`src/rtl/popd_pkg.sv`:
```
`timescale 1ns/1ps
package popd_pkg;
  localparam int OP_W    = 3;
  localparam int N_OPS   = 1 << OP_W;
  localparam int MAX_LEN = 4;
  localparam int LEN_W   = $clog2(MAX_LEN + 1);
  localparam int DEP_W   = $clog2(MAX_LEN);
  localparam int PATH_W  = MAX_LEN - 1;

  typedef logic [OP_W-1:0]    op_t;
  typedef logic [LEN_W-1:0]   len_t;
  typedef logic [MAX_LEN-1:0] code_t;

  // Code for each instruction, right-aligned, first bit most significant.
  function automatic code_t code_of(op_t id);
    case (id)
      3'd0: code_of = code_t'(4'b0011);
      3'd1: code_of = code_t'(4'b0010);
      3'd2: code_of = code_t'(4'b0011);
      3'd3: code_of = code_t'(4'b0010);
      default: code_of = code_t'(3'd7 - id);
    endcase
  endfunction

  function automatic len_t len_of(op_t id);
    if (id < 3'd2)      len_of = len_t'(2);
    else if (id < 3'd4) len_of = len_t'(3);
    else                len_of = len_t'(4);
  endfunction
endpackage

```
`src/rtl/popd_path_reg.sv`:
```
`timescale 1ns/1ps
module popd_path_reg
  import popd_pkg::*;
(
  input  logic              clk,
  input  logic              rst,
  input  logic              take,
  input  logic              leaf,
  input  logic              bit_in,
  output logic [PATH_W-1:0] path,
  output logic [DEP_W-1:0]  depth
);
  always_ff @(posedge clk) begin
    if (rst || (take && leaf)) begin
      path  <= '0;
      depth <= '0;
    end else if (take) begin
      path  <= {path[PATH_W-2:0], bit_in};
      depth <= depth + DEP_W'(1);
    end
  end
endmodule

```
`src/rtl/popd_leaf_match.sv`:
```
`timescale 1ns/1ps
module popd_leaf_match
  import popd_pkg::*;
(
  input  logic [PATH_W-1:0] path,
  input  logic [DEP_W-1:0]  depth,
  input  logic              bit_in,
  output logic              hit,
  output op_t               id,
  output len_t              len
);
  code_t             probe;
  len_t              probe_len;
  logic [N_OPS-1:0]  match_vec;

  assign probe     = {path, bit_in};
  assign probe_len = LEN_W'(depth) + LEN_W'(1);

  for (genvar g = 0; g < N_OPS; g++) begin : g_cmp
    assign match_vec[g] = (len_of(op_t'(g)) == probe_len) &&
                          (code_of(op_t'(g)) == probe);
  end

  always_comb begin
    id = '0;
    for (int i = 0; i < N_OPS; i++)
      if (match_vec[i]) id = op_t'(i);
  end

  assign hit = |match_vec;
  assign len = probe_len;
endmodule

```
`src/rtl/popd_out_reg.sv`:
```
`timescale 1ns/1ps
module popd_out_reg
  import popd_pkg::*;
(
  input  logic clk,
  input  logic rst,
  input  logic fire,
  input  op_t  id_in,
  input  len_t len_in,
  output logic done,
  output op_t  id_q,
  output len_t len_q
);
  always_ff @(posedge clk) begin
    if (rst) begin
      done  <= 1'b0;
      id_q  <= '0;
      len_q <= '0;
    end else begin
      done <= fire;
      if (fire) begin
        id_q  <= id_in;
        len_q <= len_in;
      end
    end
  end
endmodule

```
`src/rtl/prefix_op_decoder.sv`:
```
`timescale 1ns/1ps
module prefix_op_decoder
  import popd_pkg::*;
(
  input  logic       clk,
  input  logic       rst,
  input  logic       bit_valid,
  input  logic       bit_in,
  output logic       done,
  output logic [2:0] op_id,
  output logic [2:0] op_len
);
  logic              accept;
  logic              leaf_hit;
  logic [PATH_W-1:0] path;
  logic [DEP_W-1:0]  depth;
  op_t               leaf_id;
  len_t              leaf_len;
  op_t               id_q;
  len_t              len_q;

  assign accept = bit_valid && !rst;

  popd_path_reg u_path (
    .clk(clk), .rst(rst), .take(accept), .leaf(leaf_hit),
    .bit_in(bit_in), .path(path), .depth(depth)
  );

  popd_leaf_match u_match (
    .path(path), .depth(depth), .bit_in(bit_in),
    .hit(leaf_hit), .id(leaf_id), .len(leaf_len)
  );

  popd_out_reg u_out (
    .clk(clk), .rst(rst), .fire(accept && leaf_hit),
    .id_in(leaf_id), .len_in(leaf_len),
    .done(done), .id_q(id_q), .len_q(len_q)
  );

  assign op_id  = 3'(id_q);
  assign op_len = 3'(len_q);
endmodule

```
`config.mk`:
```
export PLATFORM = sky130hd
export DESIGN_NAME = prefix_op_decoder
export DESIGN_NICKNAME = d
export VERILOG_FILES = /design/src/rtl/popd_pkg.sv /design/src/rtl/popd_path_reg.sv /design/src/rtl/popd_leaf_match.sv /design/src/rtl/popd_out_reg.sv /design/src/rtl/prefix_op_decoder.sv
export SDC_FILE = /design/constraint.sdc
export NUM_CORES = 1
export LEC_CHECK = 0
export BUFFER_PORTS_ARGS = -buffer_cell sky130_fd_sc_hd__buf_2
export CORE_AREA = 2 2 39 41
export CTS_CLUSTER_SIZE = 14
export DETAILED_ROUTE_END_ITERATION = 6
export DIE_AREA = 0 0 41 43
export GPL_TIMING_DRIVEN = 1
export SETUP_SLACK_MARGIN = 0.4
export SLEW_MARGIN = 20
export SYNTH_ARGS = -nofsm -noshare
export SYNTH_HDL_FRONTEND = slang
export SYNTH_SLANG_ARGS = --single-unit
```
`constraint.sdc`:
```
create_clock -name clk -period 2 [get_ports clk]
set_input_delay 0.2 -clock clk [delete_from_list [all_inputs] [get_ports clk]]
set_output_delay 0.2 -clock clk [all_outputs]
set_load 0.005 [all_outputs]
```
Word-level counts from Yosys, hierarchy flattened
Index checks and enable logic that the tools add are counted.

Input port bits: 4. Word-level logic and storage cells: 34. Register bits: 12.

Add/sub/neg operators: 2. Multiplexer cells: 7. Eq/ne operators: 6. Reductions and logical operators: 14.

Operator list (count): $mux W3 (4); $logic_and A1 B1 Y1 (10); $eq A2 B4 Y1 const A (2); $reduce_or A8 Y1 (1); $eq A2 B3 Y1 const A (2); $eq A1 B4 Y1 const A (1); $logic_not A4 Y1 (1); $mux W2 (2); $add A2 B1 Y3 const B (1); $eq A3 B3 Y1 const A (1); $add A2 B1 Y2 const B (1); $logic_not A1 Y1 (1); $logic_or A1 B1 Y1 (1); $mux W1 (1).

Depth between registers and ports, before layout
Depth after elaboration: 10. Depth in mapped cells: 5. Gate-level depth less buffers: 5.

By module
Synthesis repeated with hierarchy kept, for this count alone.

Cell total of the unflattened synthesis: 59. Area total of the unflattened synthesis: 584.3 um^2.

Modules (own cells, without submodules): popd_out_reg (area each 240.2 um^2, cells an instance 21, sequential area each 140.1 um^2, instances 1); popd_path_reg (area each 219.0 um^2, cells an instance 22, sequential area each 100.1 um^2, instances 1); popd_leaf_match (area each 110.1 um^2, cells an instance 14, sequential area each 0.0 um^2, instances 1); prefix_op_decoder (area each 15.0 um^2, cells an instance 2, sequential area each 0.0 um^2, instances 1).

Worst setup path after synthesis
No wires, ideal clock.

Path kind: register to register. From: register u_path.path[2]. To: register u_out.id_q[0]. Cell stages (with the launch flop): 4. Setup slack: 0.625 ns. Required time: 1.879 ns. Data arrival time: 1.255 ns. Library setup time: 0.121 ns. Cells stage by stage: dfxtp_1 > or3b_4 > a21oi_4 > mux2_2.

Longest elaborated chain between the ends: 9.

Ends and longest elaborated chain: start, declared (line popd_path_reg.sv:10) `output logic [PATH_W-1:0] path,`; start signal, assigned (line popd_path_reg.sv:18) `path <= {path[PATH_W-2:0], bit_in};`; $eq A2 B4 Y1 (line popd_leaf_match.sv:21) `(code_of(op_t'(g)) == probe);`; $logic_and A1 B1 Y1 (line popd_leaf_match.sv:20) `assign match_vec[g] = (len_of(op_t'(g)) == probe_len) &&`; $mux W1 (line popd_leaf_match.sv:27) `if (match_vec[i]) id = op_t'(i);`; $mux W2 (2 in series) (line popd_leaf_match.sv:27); $mux W3 (4 in series) (line popd_leaf_match.sv:27); end signal, assigned (line popd_out_reg.sv:22) `id_q <= id_in;`; end, declared (line popd_out_reg.sv:11) `output op_t id_q,`.

Parallel ways exist; a longest one is shown, timed or not. A chain may end at the register's enable or synchronous reset.

Worst setup path after layout
From: register u_path.path[2]. To: register u_out.len_q[1].

Longest elaborated chain between the ends: 4.

Ends and longest elaborated chain: $eq A2 B4 Y1 (tied with other cells) (line popd_leaf_match.sv:21); $logic_and A1 B1 Y1 (line popd_leaf_match.sv:20); $reduce_or A8 Y1 (*) (line popd_leaf_match.sv:30) `assign hit = |match_vec;`; $logic_and A1 B1 Y1 (*) (line prefix_op_decoder.sv:35) `.clk(clk), .rst(rst), .fire(accept && leaf_hit),`; end signal, assigned (line popd_out_reg.sv:23) `len_q <= len_in;`; end, declared (line popd_out_reg.sv:12) `output len_t len_q`.

Mark *: on every way between the ends. The rest lies on a longest branch, timed or not.

==> results.txt <==
The area overhead of the layout relative to synthesis is 17.8%. The buffer cell driving the clock tree root is clkbuf_4. The die covers between 1500 and 2000 µm².

The filler cells instantiated in the layout total roughly 130. The critical path goes through or3b_4 > a21oi_4 > mux2_2. Setup violations remaining at the end of the flow were counted as 0. The number of standard cells in the layout, taps in and fillers out came out at 81. The number of cells on the worst reg-to-reg path came out at 3. For the worst setup path, the data required time is roughly 2.2 ns. The net switching power came out at between 100 and 150 µW.

The number of antenna violations at the first check in global routing came to 0. Net switching is roughly a quarter of the power. The total nets after synthesis is 60. The I/O pin total is 11.

In this run the post-CTS setup repair buffer count came out at 0. The type of the tightest min-delay check is input pin to register. The maximum level of the CTS H-tree came out at 1. For this design, the slowest cell found on the critical path is or3b_4. The reg-to-reg critical path startpoint is u_path.path[2]. The synthesized area per cell is 10.4 µm². The share of the cycle needed by the critical path after routing is 75.0%. The total standard cell area after synthesis came out at 549 µm². The data arrival at the endpoint of the critical path is 1.66 ns. Gates resized during post-CTS repair numbered 0. The number of buffers inserted by hold repair at cts came out at 0. On the worst path, the slowest cell contributes a delay of between 0.4 and 0.5 ns.

Clock-pin slew was measured on the worst setup and hold paths at 0.08 ns. The detailed-router iteration count before antenna repair is 2. The worst hold slack across all endpoints is 0.236 ns. The clock insertion delay at the later pin of the skew report came out at between 0.2 and 0.3 ns.

The power per cell area is 803 nW/µm². The maximum number of pins on one net before global-route repair came out at 15. The clock tree buffer depth is 2. The count of nets left with antenna violations once routing finished came out at 0.

The number of warnings printed during yosys synthesis is 0. The worst-case vdd ir drop came out at approximately 0.47 mV. The initial detailed-routing violation count is 1. The unique cell type count in the Yosys netlist is 21.

In the final timing run, aggregate negative setup slack is 0 ns. The via count came out at 397. After detailed routing, the number of vias per cell comes to between 4 and 5. The relative contribution of the clock network to total power came out at between 30% and 40%.

The maximum net fanout on the critical path came out at 8. The portion of the post-synthesis area used by sequential elements is between 40% and 50%. The startpoint class of the critical path is a register. The average wire per cell in the routed design is 11.2 µm. The remaining routing DRC violations is 0. The upper clock frequency limit came out at 667 MHz. The source of the worst hold timing path is bit_in. The leakage power of the design came out at 0.287 nW. The starting utilization of the core area came out at 39.7%.

The internal power of the cells is 394 µW. The wire length of the first global-routing pass came out at 1570 µm. TritonCTS built the clock tree.

The terminus of the critical flop-to-flop path is u_out.len_q[1]. The share of cells above drive strength 1 is between 30% and 40%. The cell count after placement is 77.

The combined flip-flop and latch cell area is 240 µm². The half-perimeter wire length after detailed placement came out at 650 µm. The count of nets after finishing came out at 73.

The number of failing hold endpoints at the final stage came out at 0. The worst register-to-register path has a setup slack of 0.50 ns. The count of inserted antenna diode cells came out at 0. The number of max-capacitance violations reported is 0. The core area came out at 1380 µm². The number of synthesized register bits is 12.

The clock arrives with 0.00427 ns of skew. STA classifies the critical path endpoint as a register. The area of the multi-input gates is 285 µm².

The count of buffers from port buffering is 10. The number of slew-limit violations in the final report came out at 0. Setup repair after global routing could not meet its margin everywhere.

The die boundary width is 41 µm. The path with the worst hold slack has its endpoint at u_path.path[0]. The total routed wirelength came out at 908 µm.

The via count of the first global-routing pass came out at 367. The number of placement rows came out at 14. The total global routing track utilization is 13.8%. The slew of the pin with the lowest slew margin came out at between 0.2 and 0.3 ns. The congestion estimate from routability-driven global placement came to 0.763. The critical path is of the register to register type. The cell count after synthesis is 53. The logic gate share of total power came out at a little over an eighth. The flow ran to the end, and the final reports show no timing, DRC or antenna violations. The number of clock sinks is 12. The height of the die is 43 µm.

Global routing finished with a remaining overflow of 0. The number of clock buffers inserted by TritonCTS is 3. The fraction of power consumed by sequential logic came out at 50.3%. The headroom to the max-slew limit came out at between 80 and 90%. The minimum period implied by the final worst setup slack is 1.50 ns. The number of cells traversed by the worst hold path is 3.
[cell families after synthesis]
| group | synth area share (%) |
|---|---|
| compound gates | 15.5 |
| xor+xnor | 1.59 |
| fa+ha+maj | 6.83 |
| buf+inv | 5.47 |
| flops | 43.7 |
| mux | 11.6 |
| simple gates | 15.3 |
[area by class of cell]
cell class	instances	share of cell area [%]
sequential	12	37.1
multi-input combinational	35	44.1
inverter	4	2.32
timing repair buffer	10	7.74
clock buffer	4	5.61
tap	16	3.09
[critical path: cells and delay by family, from the launching register on]
kind / cells / cell delay, ns
simple gates: 1 / 0.43
mux: 1 / 0.37
flops: 1 / 0.33
compound gates: 1 / 0.25
[layout by cell type, fill, tap and decap left out, types with 2 or more instances in the layout]
master / n
o21ai_0: 3
mux2i_1: 3
a21oi_1: 2
dfxtp_1: 12
nor2_1: 5
nor3_1: 3
buf_2: 10
ha_1: 3
clkbuf_4: 3
inv_1: 4
nor2b_1: 4
mux2_2: 3
[stage by stage]
step / power, mW / setup WS, ns / utilization, % / cell area (µm²)
6_report: 0.519 / 0.500 / 46.7 / 647
5_1_grt: 0.554 / 0.402 / 46.7 / 647
4_1_cts: 0.525 / 0.496 / 46.3 / 641
3_5_place_dp: 0.331 / 0.454 / 43.7 / 604
3_3_place_gp: 0.330 / 0.463 / 43.7 / 604
2_1_floorplan: 0.315 / 0.625 / - / 549
[power groups by stage]
stage | registers, mW | logic (mW) | clock network [mW]
3_3_place_gp | 0.267 | 0.0637 | 0
2_1_floorplan | 0.266 | 0.0494 | 0
5_1_grt | 0.264 | 0.0754 | 0.214
3_5_place_dp | 0.267 | 0.0641 | 0
6_report | 0.261 | 0.0674 | 0.191
4_1_cts | 0.261 | 0.0649 | 0.199
[routing by layer]
| layer | share of wire (%) | global-route usage (%) | up-vias | wire length (µm) |
|---|---|---|---|---|
| li1 | - | - | 206 | - |
| met1 | 44 | 15.7 | 180 | 400 |
| met2 | 49 | 20.3 | 9 | 447 |
| met3 | 5.5 | 7.85 | 2 | 50 |
| met4 | 0.99 | 6.00 | 0 | 9 |
| met5 | 0 | 0 | - | 0 |
[synth_stat cells]
cell | n | area share (%)
ha_1 | 3 | 6.8
inv_1 | 4 | 2.7
dfxtp_1 | 12 | 44
a21oi_4 | 1 | 3.0
a211oi_1 | 1 | 1.4
o221a_2 | 1 | 2.0
nor2b_1 | 4 | 4.6
mux2i_1 | 3 | 5.5
clkbuf_1 | 1 | 0.68
a2111oi_0 | 1 | 1.6
xnor2_1 | 1 | 1.6
o21ai_4 | 1 | 3.0
nor3_1 | 3 | 2.7
nor2_1 | 5 | 3.4
o21ai_0 | 3 | 2.7
mux2_2 | 3 | 6.1
and2_2 | 1 | 1.4
a21oi_1 | 2 | 1.8
or3b_4 | 1 | 2.0
or2_2 | 1 | 1.1
buf_6 | 1 | 2.0
[state kept, by name, summed over array words and instances (netlist names)]
| name | flops |
|---|---|
| u_out.done | 1 |
| u_out.id_q | 3 |
| u_out.len_q | 3 |
| u_path.depth | 2 |
| u_path.path | 3 |
[worst max-delay path by stage]
stage / start / endpoint / depth (start not counted)
2_1_floorplan: u_path.path[2] / u_out.id_q[0] / 3
6_report: u_path.path[2] / u_out.len_q[1] / 3
5_1_grt: u_path.depth[0] / u_out.id_q[0] / 4
3_5_place_dp: bit_valid / u_out.id_q[0] / 4
3_3_place_gp: bit_valid / u_out.id_q[0] / 4
4_1_cts: u_path.depth[0] / u_out.len_q[1] / 4
(Power assumes the default switching activity.)
